<file path="config.mk">
export PLATFORM = sky130hd
export DESIGN_NAME = keyed_wdog
export DESIGN_NICKNAME = d
export VERILOG_FILES = /design/src/rtl/keyed_wdog_pkg.sv /design/src/rtl/keyed_wdog_keys.sv /design/src/rtl/keyed_wdog_cfg.sv /design/src/rtl/keyed_wdog_cnt.sv /design/src/rtl/keyed_wdog.sv
export SDC_FILE = /design/constraint.sdc
export NUM_CORES = 1
export LEC_CHECK = 0
export BUFFER_PORTS_ARGS = -buffer_cell sky130_fd_sc_hd__buf_4
export CAP_MARGIN = 20
export CORE_MARGIN = 2
export CORE_UTILIZATION = 43
export CTS_CLUSTER_DIAMETER = 80
export DETAILED_ROUTE_END_ITERATION = 16
export SLEW_MARGIN = 0
export SYNTH_ARGS = -nofsm -noshare
export SYNTH_HDL_FRONTEND = slang
export SYNTH_SLANG_ARGS = --single-unit
</file>
<file path="constraint.sdc">
create_clock -name clk -period 2.3 [get_ports clk]
set_input_delay 0.46 -clock clk [delete_from_list [all_inputs] [get_ports clk]]
set_output_delay 0.46 -clock clk [all_outputs]
set_load 0.05 [all_outputs]
</file>
<file path="src/rtl/keyed_wdog_pkg.sv">
package keyed_wdog_pkg;
  localparam logic [3:0] OFF_CTRL = 4'h0;
  localparam logic [3:0] OFF_CNT  = 4'h4;
  localparam logic [3:0] OFF_TOV  = 4'h8;

  localparam logic [31:0] KEY32_UNLOCK  = 32'hD928_C520;
  localparam logic [31:0] KEY32_REFRESH = 32'hB480_A602;
  localparam logic [15:0] KEY16_UNL_A   = 16'hC520;
  localparam logic [15:0] KEY16_UNL_B   = 16'hD928;
  localparam logic [15:0] KEY16_REF_A   = 16'hA602;
  localparam logic [15:0] KEY16_REF_B   = 16'hB480;

  localparam int BIT_MODE32 = 13;
  localparam int BIT_UNLKD  = 11;
  localparam int BIT_DONE   = 10;
  localparam int BIT_EN     = 7;
  localparam int BIT_UPD    = 5;

  typedef enum logic [1:0] {HALF_NONE, HALF_UNL, HALF_REF} half_t;
endpackage

</file>
<file path="src/rtl/keyed_wdog_keys.sv">
module keyed_wdog_keys
  import keyed_wdog_pkg::*;
(
  input  logic        clk,
  input  logic        rst,
  input  logic        mode32,
  input  logic        wr_en,
  input  logic        wr_full,
  input  logic        hit_cnt,
  input  logic [31:0] wdata,
  output logic        unlock_p,
  output logic        refresh_p
);
  half_t half_q, half_d;
  logic  w32, w16;

  assign w32 = wr_en && hit_cnt && wr_full && mode32;
  assign w16 = wr_en && hit_cnt && !wr_full && !mode32;

  always_comb begin
    unlock_p  = 1'b0;
    refresh_p = 1'b0;
    if (w32) begin
      unlock_p  = (wdata == KEY32_UNLOCK);
      refresh_p = (wdata == KEY32_REFRESH);
    end else if (w16) begin
      unlock_p  = (half_q == HALF_UNL) && (wdata[15:0] == KEY16_UNL_B);
      refresh_p = (half_q == HALF_REF) && (wdata[15:0] == KEY16_REF_B);
    end
  end

  always_comb begin
    half_d = half_q;
    if (mode32) begin
      half_d = HALF_NONE;
    end else if (wr_en) begin
      if (w16 && wdata[15:0] == KEY16_UNL_A)      half_d = HALF_UNL;
      else if (w16 && wdata[15:0] == KEY16_REF_A) half_d = HALF_REF;
      else                                        half_d = HALF_NONE;
    end
  end

  always_ff @(posedge clk) begin
    if (rst) half_q <= HALF_NONE;
    else     half_q <= half_d;
  end

  AST_KEY_ONEHOT: assert property (@(posedge clk) disable iff (rst)
    $onehot0({unlock_p, refresh_p}));
endmodule

</file>
<file path="src/rtl/keyed_wdog_cfg.sv">
module keyed_wdog_cfg
  import keyed_wdog_pkg::*;
#(
  parameter int TOV_W      = 17,
  parameter int UNLOCK_CYC = 128
) (
  input  logic             clk,
  input  logic             rst,
  input  logic             unlock_p,
  input  logic             wr_en,
  input  logic             hit_ctrl,
  input  logic             hit_tov,
  input  logic [31:0]      wdata,
  output logic             mode32,
  output logic             en,
  output logic             upd,
  output logic             unlocked,
  output logic             done,
  output logic [TOV_W-1:0] tov,
  output logic             ctrl_wr
);
  localparam int WIN_W = $clog2(UNLOCK_CYC + 1);
  localparam logic [WIN_W-1:0] WIN_FULL = WIN_W'(UNLOCK_CYC);

  logic [WIN_W-1:0] win;
  logic             open_ok, tov_wr;

  assign open_ok = unlocked && upd;
  assign ctrl_wr = wr_en && hit_ctrl && open_ok;
  assign tov_wr  = wr_en && hit_tov && open_ok;

  always_ff @(posedge clk) begin
    if (rst) begin
      mode32   <= 1'b0;
      en       <= 1'b1;
      upd      <= 1'b1;
      unlocked <= 1'b0;
      done     <= 1'b0;
      win      <= '0;
    end else if (unlock_p) begin
      unlocked <= 1'b1;
      done     <= 1'b0;
      win      <= WIN_FULL;
    end else if (ctrl_wr) begin
      mode32   <= wdata[BIT_MODE32];
      en       <= wdata[BIT_EN];
      upd      <= wdata[BIT_UPD];
      unlocked <= 1'b0;
      done     <= 1'b1;
      win      <= '0;
    end else if (unlocked) begin
      if (win == WIN_W'(1)) begin
        unlocked <= 1'b0;
        win      <= '0;
      end else begin
        win <= win - WIN_W'(1);
      end
    end
  end

  always_ff @(posedge clk) begin
    if (rst)         tov <= '1;
    else if (tov_wr) tov <= wdata[TOV_W-1:0];
  end

  AST_LOCKED_IGNORE: assert property (@(posedge clk) disable iff (rst)
    (!unlocked && wr_en && hit_ctrl) |=> $stable({mode32, en, upd}));
  AST_WIN_BOUND: assert property (@(posedge clk) disable iff (rst)
    unlocked |-> (win != '0 && win <= WIN_FULL));
  AST_DONE_CLOSED: assert property (@(posedge clk) disable iff (rst)
    $rose(done) |-> !unlocked);
  AST_UPD_STICKY: assert property (@(posedge clk) disable iff (rst)
    !upd |=> (!upd && $stable(tov)));
endmodule

</file>
<file path="src/rtl/keyed_wdog_cnt.sv">
module keyed_wdog_cnt #(
  parameter int TOV_W = 17
) (
  input  logic             clk,
  input  logic             rst,
  input  logic             tick,
  input  logic             en,
  input  logic             clear,
  input  logic [TOV_W-1:0] tov,
  output logic [TOV_W-1:0] count,
  output logic             rst_req
);
  always_ff @(posedge clk) begin
    if (rst) begin
      count   <= '0;
      rst_req <= 1'b0;
    end else begin
      rst_req <= 1'b0;
      if (!en || clear) begin
        count <= '0;
      end else if (tick) begin
        if (count >= tov) begin
          count   <= '0;
          rst_req <= 1'b1;
        end else begin
          count <= count + TOV_W'(1);
        end
      end
    end
  end

  AST_FIRE_NEEDS_TICK: assert property (@(posedge clk) disable iff (rst)
    rst_req |-> ($past(en) && $past(tick)));
  AST_REFRESH_WINS: assert property (@(posedge clk) disable iff (rst)
    $past(clear) |-> !rst_req);
endmodule

</file>
<file path="src/rtl/keyed_wdog.sv">
module keyed_wdog
  import keyed_wdog_pkg::*;
#(
  parameter int ADDR_W     = 4,
  parameter int TOV_W      = 17,
  parameter int UNLOCK_CYC = 128
) (
  input  logic              clk,
  input  logic              rst,
  input  logic              tick_en,
  input  logic [ADDR_W-1:0] addr,
  input  logic              wr_en,
  input  logic              wr_full,
  input  logic [31:0]       wdata,
  input  logic              rd_en,
  output logic [31:0]       rdata,
  output logic              rst_req
);
  logic hit_ctrl, hit_cnt, hit_tov;
  logic unlock_p, refresh_p, ctrl_wr;
  logic mode32, en, upd, unlocked, done;
  logic [TOV_W-1:0] tov, count;
  logic [31:0] ctrl_word, rd_mux;

  assign hit_ctrl = (addr == ADDR_W'(OFF_CTRL));
  assign hit_cnt  = (addr == ADDR_W'(OFF_CNT));
  assign hit_tov  = (addr == ADDR_W'(OFF_TOV));

  keyed_wdog_keys u_keys (
    .clk(clk), .rst(rst), .mode32(mode32), .wr_en(wr_en), .wr_full(wr_full),
    .hit_cnt(hit_cnt), .wdata(wdata), .unlock_p(unlock_p), .refresh_p(refresh_p)
  );

  keyed_wdog_cfg #(.TOV_W(TOV_W), .UNLOCK_CYC(UNLOCK_CYC)) u_cfg (
    .clk(clk), .rst(rst), .unlock_p(unlock_p), .wr_en(wr_en),
    .hit_ctrl(hit_ctrl), .hit_tov(hit_tov), .wdata(wdata),
    .mode32(mode32), .en(en), .upd(upd), .unlocked(unlocked), .done(done),
    .tov(tov), .ctrl_wr(ctrl_wr)
  );

  keyed_wdog_cnt #(.TOV_W(TOV_W)) u_cnt (
    .clk(clk), .rst(rst), .tick(tick_en), .en(en),
    .clear(refresh_p || ctrl_wr), .tov(tov), .count(count), .rst_req(rst_req)
  );

  always_comb begin
    ctrl_word             = '0;
    ctrl_word[BIT_MODE32] = mode32;
    ctrl_word[BIT_UNLKD]  = unlocked;
    ctrl_word[BIT_DONE]   = done;
    ctrl_word[BIT_EN]     = en;
    ctrl_word[BIT_UPD]    = upd;
  end

  always_comb begin
    if (hit_ctrl)     rd_mux = ctrl_word;
    else if (hit_cnt) rd_mux = 32'(count);
    else if (hit_tov) rd_mux = 32'(tov);
    else              rd_mux = '0;
  end

  always_ff @(posedge clk) begin
    if (rst)        rdata <= '0;
    else if (rd_en) rdata <= rd_mux;
  end
endmodule

</file>
==> results.cfg <==
[placement]
place_ws_ns = 0.141
place_congestion = 0.882
dp_hpwl_um = 7480
portBuffers = 59

[sta]
tns_ns = 0
slew_viol_final = 0
fin_crit_ns = 2.09
finalClockSkew_ns = 0.0152
hold_violations = 0
clock.fmax_mhz = 478
finalSetupViolations = 0
grt_setup_unrepaired = false
worst_pin_slew_ns = 0.543
setup_slack_ns = 0.207
fin_crit_sh_pct = 91.0
maxSlewHeadroom_pct = 63.3

[routing]
viasPerCell = 5.39
drc = 0
ant_nets = 0
dr.pass1.iters = 7
vias = 3273
drt_wl_total_um = 9660
drt-wirelength-per-cell_um = 15.9
first_iter_violations = 228

[floorplan]
start_util_pct = 44.8
coreArea_sq_um = 8300
fp.dieH_um = 97.0
dieArea_sq_um = 9400
row_count = 33
boundaryPins = 75
die_x_um = 97.0

[global_route]
grt_first_pass_wirelength_um = 15700
antenna_found_initial = 0
grt_pass1_vias = 3071
grt_max_degree = 35
overflow = 0
track_usage_pct = 21.0

[worst_setup_path]
reg2reg_to = u_cnt.rst_req
ff2ff_path_depth = 8
reg2reg_slack_ns = 0.21
crit_type = reg2reg
crit_fanout = 18
crit_buf_inv = 2
cp.arrival_ns = 2.38
start_kind = register
max_stage_delay_ns = 0.43
end_kind = register
cp.required_ns = 2.59
critical_path.top_delay_family = compound AO/OA/AOI/OAI gates
r2r-start = u_cfg.tov[8]
critPathSlowestCell = a2111oi_0
crit_chain = inv_1 -> ha_1 -> nand4_1 -> a2111oi_0 -> o31ai_1 -> a31oi_2 -> buf_12 -> and3_1

[clocking]
clk_latency_ns = 0.36
cts_num_sinks = 67
path_clk_slew_ns = 0.07
root_buffer = clkbuf_8
cts_buffers = 9
post_cts_buffers = 0
cts_resized = 0
h-tree-depth = 3
cts_tree = done
hold_buffers = 0
cts.path.max_buffers = 2

[synth]
synth_area_sq_um = 3720
synth-edff-count = 0
netlist_instances = 426
synthFlopType = dfxtp_1
syn_area_per_cell_sq_um = 8.72
yosysTopAreaCellShare_pct = 36.1
ys_seq_area_share_pct = 36.1
ys_top_cells_by_area = dfxtp_1 36%, ha_1 6.7%, nor2_1 5.7%
yosys_warnings = 0
ys_seq_elements = 67
synthArstFlopShare_pct = 0
synth_cell_types = 57
synth_area_leader_cell = dfxtp_1

[layout]
n_antenna_cell = 0
area.growth.synth_to_final_pct = 20.7
drive_gt1_share_pct = 23.3
final_nets = 559
post-route-util_pct = 54.1

[status]
status = finished, final reports clean

[pwr]
total_power_mw = 2.42
peakVddDrop_mv = 0.277
power.density_nw_per_um2 = 540
power.static_leakage_nw = 1.96

[min_path]
min-delay-start = wdata[15]
holdPathEnd = u_cfg.tov[15]
holdPathStages = 2
hold_path_class = in2reg

[job]
cap_violations = 0
[placed cells by master, fill, tap and decap left out, types with 2 or more instances in the layout]
master,n
and2b_1,2
buf_12,2
nor3_1,24
nor3b_1,2
nor2_1,56
nor2b_1,4
mux2i_1,7
clkinv_2,2
nor4b_1,5
buf_4,78
and4b_1,2
xnor2_1,9
nor4bb_1,4
nand4_1,14
inv_1,28
nand2_1,22
nor4_1,7
a21oi_1,8
a22oi_1,6
and3_1,3
nor3_2,10
a221oi_1,12
ha_1,20
dfxtp_1,67
clkinvlp_4,2
conb_1,15
or2_2,2
clkbuf_8,11
nand2b_1,2
a211o_1,18
o21ai_0,10
xor2_1,11
nand3_1,12
[per-layer routing]
layer	global-route usage (%)	vias to the layer above	share of wire [%]
met5	0	-	0
met4	7.04	0	1.4
met3	3.40	10	5.0
met2	33.2	94	45
met1	29.1	1526	48
li1	-	1643	-
[cell usage after synthesis (2+ instances only)]
library cell and instances:
nor3_2 10, nor4_1 7, nor3b_1 2, and3_1 3, inv_1 28, a21oi_1 8
nor2b_1 5, ha_1 20, nor4bb_1 4, xor2_1 11, a221oi_1 12, nand3_1 12
clkbuf_1 8, nor2_1 56, nor3_1 24, dfxtp_1 67, nand4_1 14, buf_2 5
buf_4 17, xnor2_1 9, a22oi_1 6, and4b_1 2, a211o_1 18, and2b_1 2
nand2_1 22, nand2b_1 2, or2_2 2, mux2i_1 7, buf_1 2, o21ai_0 10
nor4b_1 5
[power by group]
group	internal, mW	switching, mW	leakage (nW)
combinational	0.111	0.212	1.33
sequential	1.18	0.00938	0.543
clock	0.447	0.467	0.0884
total	1.73	0.688	1.96
[state kept, by name, summed over array words and instances (netlist names), 2 cells and up]
name / flops
u_cfg.win: 8
rdata: 17
u_cnt.count: 17
u_cfg.tov: 17
u_keys.half_q: 2
[worst register-to-register path: stages (launching register included)]
cell and delay [ns]:
dfxtp_1 0.36, inv_1 0.07, ha_1 0.29, nand4_1 0.15
a2111oi_0 0.43, o31ai_1 0.14, a31oi_2 0.20, buf_12 0.20
and3_1 0.21
[logic make-up after synthesis]
kind of cell | Yosys count | share of synthesized area (%)
xor+xnor | 20 | 4.71
mux | 7 | 1.89
fa+ha+maj | 20 | 6.73
other cells | 1 | 0.101
flops | 67 | 36.1
buf+inv | 63 | 8.89
simple gates | 183 | 28.1
compound gates | 65 | 13.5
[worst max path at each step]
| stage | to | slack, ns | cells after the start | startpoint |
|---|---|---|---|---|
| CTS | u_cnt.rst_req | 0.21 | 8 | u_cfg.tov[7] |
| floorplan | u_cnt.count[0] | 0.30 | 7 | u_cnt.count[7] |
| global placement | u_cnt.count[4] | 0.17 | 6 | wdata[0] |
| detailed placement | u_cnt.count[4] | 0.14 | 6 | wdata[0] |
| finish | u_cnt.rst_req | 0.21 | 8 | u_cfg.tov[8] |
| global route | u_cnt.rst_req | 0.03 | 8 | u_cfg.tov[6] |
[cell type report]
| cell class | count | area [sq um] |
|---|---|---|
| fillers | 807 | 3810 |
| clock inverters | 4 | 25.0 |
| inverters | 29 | 109 |
| clock buffers | 12 | 155 |
| multi-input cells | 310 | 2100 |
| repair buffers | 80 | 626 |
| well taps | 105 | 131 |
| flip-flops and latches | 67 | 1340 |
[metrics by stage]
step                      hold WS (ns)  instance area, sq um  std cells
after floorplan                  0.464                  3770        440
after global placement           0.476                  4310        591
after detailed placement         0.481                  4310        591
after CTS                        0.316                  4490        607
after global routing             0.323                  4490        607
final                            0.322                  4490        607
Note: power is estimated with default switching activity, not from simulation.
